--- src/rtl/hwseq_pkg.sv ---
package hwseq_pkg;

  typedef enum logic [2:0] {
    ST_IDLE = 3'd0,
    ST_PRE  = 3'd1,
    ST_ROW  = 3'd2,
    ST_COLA = 3'd3,
    ST_COLB = 3'd4
  } seq_st_e;

  // Halfword offset of the first column slot: words start at the upper half
  // (lower location), bytes pick the half holding them.
  function automatic logic first_half(input logic is_byte, input logic a1);
    return is_byte ? ~a1 : 1'b0;
  endfunction

  // Active-low strobe pattern for the CAS-low cycle.
  function automatic logic [1:0] strobe_n(input logic is_byte, input logic a0);
    if (!is_byte) return 2'b00;
    return a0 ? 2'b01 : 2'b10;
  endfunction

  // A slot is the last of its transfer for bytes or for the second word half.
  function automatic logic last_slot(input logic is_byte, input logic half);
    return is_byte | half;
  endfunction

  // Data presented to DRAM for one slot.
  function automatic logic [15:0] wr_half(input logic is_byte, input logic [1:0] bsel,
                                          input logic half, input logic [31:0] wd);
    logic [7:0] b;
    b = 8'(wd >> (8 * bsel));
    if (is_byte) return {b, b};
    return half ? wd[15:0] : wd[31:16];
  endfunction

  // Byte read result placed in its own lane of the 32-bit word.
  function automatic logic [31:0] rd_byte(input logic [1:0] bsel, input logic [15:0] hw);
    logic [7:0] b;
    b = bsel[0] ? hw[15:8] : hw[7:0];
    return {24'b0, b} << (8 * bsel);
  endfunction

endpackage

--- src/rtl/hwseq_timer.sv ---
module hwseq_timer #(
  parameter int W = 3
) (
  input  logic         clk,
  input  logic         rst_n,
  input  logic         clr,
  output logic [W-1:0] cnt
);
  always_ff @(posedge clk or negedge rst_n) begin
    if (!rst_n)   cnt <= '0;
    else if (clr) cnt <= '0;
    else          cnt <= cnt + 1'b1;
  end
endmodule

--- src/rtl/hwseq_addr.sv ---
module hwseq_addr #(
  parameter int ADDR_W = 25,
  parameter int COL_W  = 10,
  parameter int ROW_W  = ADDR_W - 1 - COL_W,
  parameter int DA_W   = (ROW_W > COL_W) ? ROW_W : COL_W
) (
  input  logic [ADDR_W-3:0] wbase,
  input  logic              half,
  input  logic              sel_row,
  output logic [ROW_W-1:0]  row,
  output logic [DA_W-1:0]   dram_a
);
  localparam int HW_W = ADDR_W - 1;

  logic [HW_W-1:0]  hw;
  logic [COL_W-1:0] col;

  assign hw     = {wbase, half};
  assign col    = hw[COL_W-1:0];
  assign row    = hw[HW_W-1:COL_W];
  assign dram_a = sel_row ? DA_W'(row) : DA_W'(col);
endmodule

--- src/rtl/hwseq_pack.sv ---
module hwseq_pack
  import hwseq_pkg::*;
(
  input  logic        is_byte,
  input  logic [1:0]  bsel,
  input  logic        half,
  input  logic [31:0] wdata,
  input  logic [15:0] dq_in,
  input  logic [15:0] upper,
  output logic [15:0] dq_out,
  output logic [31:0] rdata
);
  assign dq_out = wr_half(is_byte, bsel, half, wdata);
  assign rdata  = is_byte ? rd_byte(bsel, dq_in) : {upper, dq_in};
endmodule

--- src/rtl/hw_word_seq.sv ---
module hw_word_seq
  import hwseq_pkg::*;
#(
  parameter int ADDR_W  = 25,
  parameter int COL_W   = 10,
  parameter int PRE_CYC = 2,
  parameter int RCD_CYC = 1,
  localparam int ROW_W  = ADDR_W - 1 - COL_W,
  localparam int DA_W   = (ROW_W > COL_W) ? ROW_W : COL_W
) (
  input  logic              clk,
  input  logic              rst_n,
  input  logic              req,
  input  logic              req_seq,
  input  logic              req_wr,
  input  logic              req_byte,
  input  logic [ADDR_W-1:0] req_addr,
  input  logic [31:0]       req_wdata,
  output logic              ready,
  output logic [31:0]       rdata,
  output logic              ras_n,
  output logic [1:0]        cas_n,
  output logic              we_n,
  output logic [DA_W-1:0]   dram_a,
  output logic [15:0]       dq_out,
  output logic              dq_oe,
  input  logic [15:0]       dq_in
);
  localparam int MAX_PH = (PRE_CYC > RCD_CYC) ? PRE_CYC : RCD_CYC;
  localparam int CNT_W  = $clog2(MAX_PH + 1);

  seq_st_e            st;
  logic               op_wr, op_byte, half, page_open;
  logic [1:0]         op_bsel;
  logic [ADDR_W-3:0]  op_wbase;
  logic [ROW_W-1:0]   open_row, op_row, in_row;
  logic [15:0]        upper_q;
  logic [31:0]        wdata_q;
  logic [CNT_W-1:0]   cnt;

  // Named internal events, also used by the bound checker.
  logic ev_accept, ev_fast, pre_done, row_done, in_col, last, st_idle;

  assign st_idle   = (st == ST_IDLE);
  assign in_row    = req_addr[ADDR_W-1 -: ROW_W];
  assign ev_accept = st_idle && req;
  assign ev_fast   = ev_accept && req_seq && !req_byte && page_open && (in_row == open_row);
  assign pre_done  = (st == ST_PRE) && (cnt == CNT_W'(PRE_CYC - 1));
  assign row_done  = (st == ST_ROW) && (cnt == CNT_W'(RCD_CYC - 1));
  assign in_col    = (st == ST_COLA) || (st == ST_COLB);
  assign last      = last_slot(op_byte, half);

  hwseq_timer #(.W(CNT_W)) u_timer (
    .clk   (clk),
    .rst_n (rst_n),
    .clr   (ev_accept | pre_done | row_done),
    .cnt   (cnt)
  );

  hwseq_addr #(.ADDR_W(ADDR_W), .COL_W(COL_W), .ROW_W(ROW_W), .DA_W(DA_W)) u_addr (
    .wbase   (op_wbase),
    .half    (half),
    .sel_row ((st == ST_PRE) || (st == ST_ROW)),
    .row     (op_row),
    .dram_a  (dram_a)
  );

  hwseq_pack u_pack (
    .is_byte (op_byte),
    .bsel    (op_bsel),
    .half    (half),
    .wdata   (wdata_q),
    .dq_in   (dq_in),
    .upper   (upper_q),
    .dq_out  (dq_out),
    .rdata   (rdata)
  );

  always_ff @(posedge clk or negedge rst_n) begin
    if (!rst_n) begin
      st        <= ST_IDLE;
      op_wr     <= 1'b0;
      op_byte   <= 1'b0;
      op_bsel   <= '0;
      op_wbase  <= '0;
      half      <= 1'b0;
      page_open <= 1'b0;
      open_row  <= '0;
      upper_q   <= '0;
      wdata_q   <= '0;
    end else begin
      unique case (st)
        ST_IDLE: begin
          if (req) begin
            op_wr    <= req_wr;
            op_byte  <= req_byte;
            op_bsel  <= req_addr[1:0];
            op_wbase <= req_addr[ADDR_W-1:2];
            wdata_q  <= req_wdata;
            half     <= first_half(req_byte, req_addr[1]);
            if (ev_fast) begin
              st <= ST_COLA;
            end else begin
              st        <= ST_PRE;
              page_open <= 1'b0;
            end
          end
        end
        ST_PRE: begin
          if (pre_done) begin
            st        <= ST_ROW;
            page_open <= 1'b1;
            open_row  <= op_row;
          end
        end
        ST_ROW: begin
          if (row_done) st <= ST_COLA;
        end
        ST_COLA: st <= ST_COLB;
        ST_COLB: begin
          if (!last) begin
            half    <= 1'b1;
            upper_q <= dq_in;
            st      <= ST_COLA;
          end else begin
            st <= ST_IDLE;
          end
        end
        default: st <= ST_IDLE;
      endcase
    end
  end

  assign ras_n = ~page_open;
  assign cas_n = (st == ST_COLB) ? strobe_n(op_byte, op_bsel[0]) : 2'b11;
  assign we_n  = ~(op_wr && in_col);
  assign dq_oe = op_wr && in_col;
  assign ready = (st == ST_COLB) && last;

endmodule

--- config.mk ---
export PLATFORM = sky130hd
export DESIGN_NAME = hw_word_seq
export DESIGN_NICKNAME = d
export VERILOG_FILES = /design/src/rtl/hwseq_pkg.sv /design/src/rtl/hwseq_timer.sv /design/src/rtl/hwseq_addr.sv /design/src/rtl/hwseq_pack.sv /design/src/rtl/hw_word_seq.sv
export SDC_FILE = /design/constraint.sdc
export NUM_CORES = 1
export LEC_CHECK = 0
export BUFFER_PORTS_ARGS = -buffer_cell sky130_fd_sc_hd__buf_4
export CORE_MARGIN = 2
export CORE_UTILIZATION = 56
export CTS_BUF_LIST = sky130_fd_sc_hd__clkbuf_8 sky130_fd_sc_hd__clkbuf_16
export DETAILED_ROUTE_END_ITERATION = 6
export PLACE_DENSITY = 0.86
export SYNTH_ARGS = -nofsm -noshare
export SYNTH_HDL_FRONTEND = slang
export SYNTH_SLANG_ARGS = --single-unit
--- constraint.sdc ---
create_clock -name clk -period 3.12 [get_ports clk]
set_input_delay 0.624 -clock clk [delete_from_list [all_inputs] [get_ports clk]]
set_output_delay 0.624 -clock clk [all_outputs]
set_load 0.02 [all_outputs]
-- Word level (Yosys, flattened, before mapping)
Cells that the tools add are included.
Widths: inputs -> output; s select.
- logic and storage cells: 79
- input bits: 79
- output and inout bits: 68
- register bits: 96
- add/sub/neg operators: 1
- equal/unequal tests: 11
- reduce and logical (&&, ||, !) cells: 22
- shift operators: 2
- bitwise operators: 7
- muxes and demuxes: 25
- operator list (cell ; count):
    $mux 16 ; 3
    $mux 32 ; 1
    $shl 8x5->32 ; 1
    $shr 32x5->8 ; 1
    $pmux 3 s5 ; 1
    $eq 14x14->1 ; 1
    $mux 14 ; 1
    $mux 2 ; 6
    $ne 2x2->1 const B ; 5
    $logic_and 1x1->1 ; 9
    $mux 3 ; 3
    $mux 8 ; 1
    $mux 1 ; 7
    $eq 3x2->1 const B ; 2
    $reduce_and 2->1 ; 3
    $reduce_and 3->1 ; 2
    $not 1->1 ; 4
    $pmux 1 s2 ; 2
    $reduce_and 4->1 ; 1
    $reduce_bool 2->1 ; 2
    $eq 3x1->1 const B ; 1
    $eq 3x3->1 const B ; 1
    $logic_not 3->1 ; 1
    $or 1x1->1 ; 3
    5 further kinds ; 6

-- Logic depth before layout (Yosys ltp)
- depth in word-level cells: 9
- gate-level depth with buffers: 7
- depth with buffers taken out: 6

-- Cells and area by module
Synthesis repeated with hierarchy kept, for this count alone.
- cell total of the unflattened synthesis: 428
- area total of the unflattened synthesis: 5303.8 um^2
- by module, submodules not included (module ; cells each ; instances ; seq. area each (um^2) ; area each (um^2)):
    hw_word_seq ; 255 ; 1 ; 2352.3 ; 3902.5
    hwseq_pack ; 139 ; 1 ; 0.0 ; 1053.5
    hwseq_addr ; 29 ; 1 ; 0.0 ; 281.5
    hwseq_timer ; 5 ; 1 ; 50.0 ; 66.3

-- Worst setup path after synthesis
OpenSTA, ideal clock, no wires.
- kind: register -> output
- start point: reg op_bsel[1]
- end point: out dq_out[11]
- path buffers: 1
- path slack: 0.954 ns
- data arrival time: 1.542 ns
- required time: 2.496 ns
- stages on the path, launching flop included: 5
- cells stage by stage: dfrtp_1 -> buf_4 -> mux4_2 -> nand2b_1 -> a21boi_0
- cells in the longest elaborated chain, start to end: 3
- RTL lines (element ; RTL line ; RTL):
    from (decl) ; hw_word_seq.sv:34 ; logic [1:0] op_bsel;
    from (signal assigned) ; hw_word_seq.sv:97 ; op_bsel <= req_addr[1:0];
    $shr 32x5->8 ; hwseq_pkg.sv:32 ; b = 8'(wd >> (8 * bsel));
    $mux 16 ; hwseq_pkg.sv:33 ; if (is_byte) return {b, b};
    $mux 16 ; hwseq_pkg.sv:34 ; return half ? wd[15:0] : wd[31:16];
    to (decl) ; hw_word_seq.sv:25 ; output logic [15:0] dq_out,
No other way between the ends. The select of a mux whose other input is x is not followed.

-- Worst setup path in the final report
- start point: reg op_bsel[1]
- end point: out dq_out[12]
The elaborated chain is that of the path after synthesis.

==> reports/metrics.cfg <==
[final_layout]
layout.area.seq_mm2=0.00240
nFillCells=607
synthToLayoutAreaGrowth_pct=26.9
final_nets=610
num_antenna_cells=0
drive_above_1_share_pct=52.3
multi_input_area_mm2=0.00240

[critical_path]
worstPathArrival_ns=2.21
worst-path-buf-inv=1
crit_chain=mux4_2 -> nand2b_1 -> a21boi_0 -> buf_4
end_kind=output pin
critPathMaxFanout=13
reg2reg_from=st[1]$_DFFE_PN0P_
slowest_stage=dfrtp_1
r2r_cells=3
crit_family=flip-flops
r2r-end=open_row[7]$_DFFE_PN0P_
cp.required_ns=2.50
crit_type=reg -> out
ff2ff_setup_slack_ns=1.12
critPathMaxStageDelay_ns=0.77
critPathLaunchType=flop

[timing]
tightest_slew_ns=0.770
clock-skew-final_ns=0.0139
post-route-min-period_ns=2.83
clock.fmax_mhz=353
tns_ns=0
rsz0062_at_grt=no
fin_crit_sh_pct=90.8
slew_headroom_pct=48.6
hold_violations=0
final.setup.worst_slack_ns=0.287
finalMaxSlewViolations=0
setup_violations=0

[clock_tree]
clk_path_buf_depth=2
cts-htree-levels=3
cts_tree=done
clk_pin_slew_worst_paths_ns=0.10
postCtsSetupBuffers=0
clock-sinks=96
clk_latency_ns=0.36
cts_root_buffer=clkbuf_8
cts_hold_buf=0
cts-buffers-inserted=9
cts.repair.resized=0

[placed_design]
place_ws_ns=0.652
gp_congestion=0.786
dp_hpwl_um=7950
port_buffers=146

[die]
pin_count=147
fp.coreArea_mm2=0.00868
die_y_um=98.3
initial_core_util_pct=57.4
die_area_mm2=0.00966
rows=34
die_w_um=98.3

[routing]
viasPerCell=5.53
drt_iter0_markers=126
drc=0
routed_wl_um=10900
num_vias=3545
post_drt_wl_per_cell_um=17.1
firstDrtPassIters=4
ant_nets=0

[yosys]
ys.warnings.count=0
synth_seq_cells=96
syn_nets=468
syn_inst=387
synthesis.area_mm2=0.00498
yosysUniqueCellTypes=33
syn_area_per_cell_um2=12.9
ys_seq_area_share_pct=48.2

[global_route]
overflow=0
grt_pass1_vias=3724
grt_max_degree=56
gr-usage-all-layers_pct=23.5
grt_pass1_wl_um=18200
antenna_found_initial=0

[job]
cap_viol_max_count=0

[run_status]
status=completed

[pwr]
p_leak_nw=2.88
power_density_mw_per_mm2=1180
ir_worst_vdd_mv=0.742

[min_path]
worstHoldPathType=in -> async

-- worst max-delay path by stage --
stage                                start          to  slack, ns  cells past startpoint
floorplan           op_bsel[1]$_DFFE_PN0P_  dq_out[11]       0.95                      4
global placement    op_bsel[1]$_DFFE_PN0P_   dq_out[0]       0.70                      4
detailed placement  op_bsel[1]$_DFFE_PN0P_  dq_out[12]       0.65                      4
CTS                 op_bsel[1]$_DFFE_PN0P_  dq_out[12]       0.25                      4
global route        op_bsel[1]$_DFFE_PN0P_  dq_out[12]       0.11                      4
finish              op_bsel[1]$_DFFE_PN0P_  dq_out[12]       0.29                      4
-- synth_stat cells --
master     count  area, um2
nor3_1         1       5.00
o2bb2ai_1     16        140
clkbuf_1       4       15.0
clkinv_1       1       3.75
nand2b_1      11       68.8
a211oi_1       3       22.5
nor4b_4        1       23.8
mux2_2        97       1090
o21ai_0       10       50.1
a2111oi_0      1       8.76
nor3b_4        2       37.5
mux2i_1       16        160
a21oi_1        6       30.0
nand4_1        1       6.26
a21boi_0      16        120
buf_6          3       33.8
dfrtp_1       96       2400
nand2_4        1       11.3
nand3b_1       1       7.51
and2_1        20        125
ha_1           2       25.0
buf_2          8       40.0
nor2b_1        3       18.8
xor2_1        14        123
inv_1          6       22.5
nor4b_2        1       15.0
mux4_2         8        180
nand2_1       21       78.8
nor2_1         4       15.0
xnor2_1        1       8.76
nor2_4         1       11.3
nor4_1         3       18.8
buf_4          8       60.1
-- power breakdown --
group / switching [mW] / internal (mW)
clock network: 0.418 / 0.363
registers: 0.596 / 1.88
logic: 2.00 / 2.21
total: 3.01 / 4.46
-- placed cells by master (no fill, tap or decap), types with 4 or more instances in the layout --
master     count
nand2b_1      11
dfrtp_1       96
nand2_1       21
inv_1          7
and2_1        20
mux2_2        97
xor2_1        14
nor2_1         4
o2bb2ai_1     16
o21ai_0       10
clkbuf_8       9
buf_4        153
mux2i_1       16
a21boi_0      16
a21oi_1        6
mux4_2         8
-- metrics by stage --
step	utilization, %	hold slack, ns	power, mW	cells	instance area, um2
5_1_grt	72.9	0.229	7.95	641	6320
3_3_place_gp	70.7	0.444	6.58	626	6140
6_report	72.9	0.200	7.47	641	6320
2_1_floorplan	-	0.328	5.27	387	4980
3_5_place_dp	70.7	0.461	6.73	626	6140
4_1_cts	72.9	0.209	7.54	641	6320
-- logic make-up (layout without fill, tap and decap cells) --
kind of cell,count (synthesis),after routing,share of synthesized area (%)
compound gates,52,52,7.46
xor+xnor,15,15,2.64
fa+ha+maj,2,2,0.502
buf+inv,30,176,3.52
flops,96,96,48.2
mux,121,121,28.8
simple gates,71,71,8.89
-- per-layer routing --
metal	track usage [%]	wire (um)	vias up	share of wire (%)
li1	-	-	1661	-
met1	30.8	4490	1740	41
met3	5.08	813	15	7.4
met2	39.1	5460	129	50
met5	0	0	-	0
met4	7.90	169	0	1.5
-- layout make-up --
type	instances	area share, %
clock buffer	9	1.96
timing repair buffer	154	18.5
clock inverter	6	0.990
inverter	7	0.416
multi-input combinational	261	38.0
tap	108	2.14
sequential	96	38.0
-- sequential cells by signal, indices dropped and copies added, names as in the netlist --
register,count
op_wbase,23
op_bsel,2
half,1
open_row,14
op_byte,1
u_timer.cnt,2
st,3
op_wr,1
upper_q,16
wdata_q,32
page_open,1
Power figures use the tool's default switching activity.
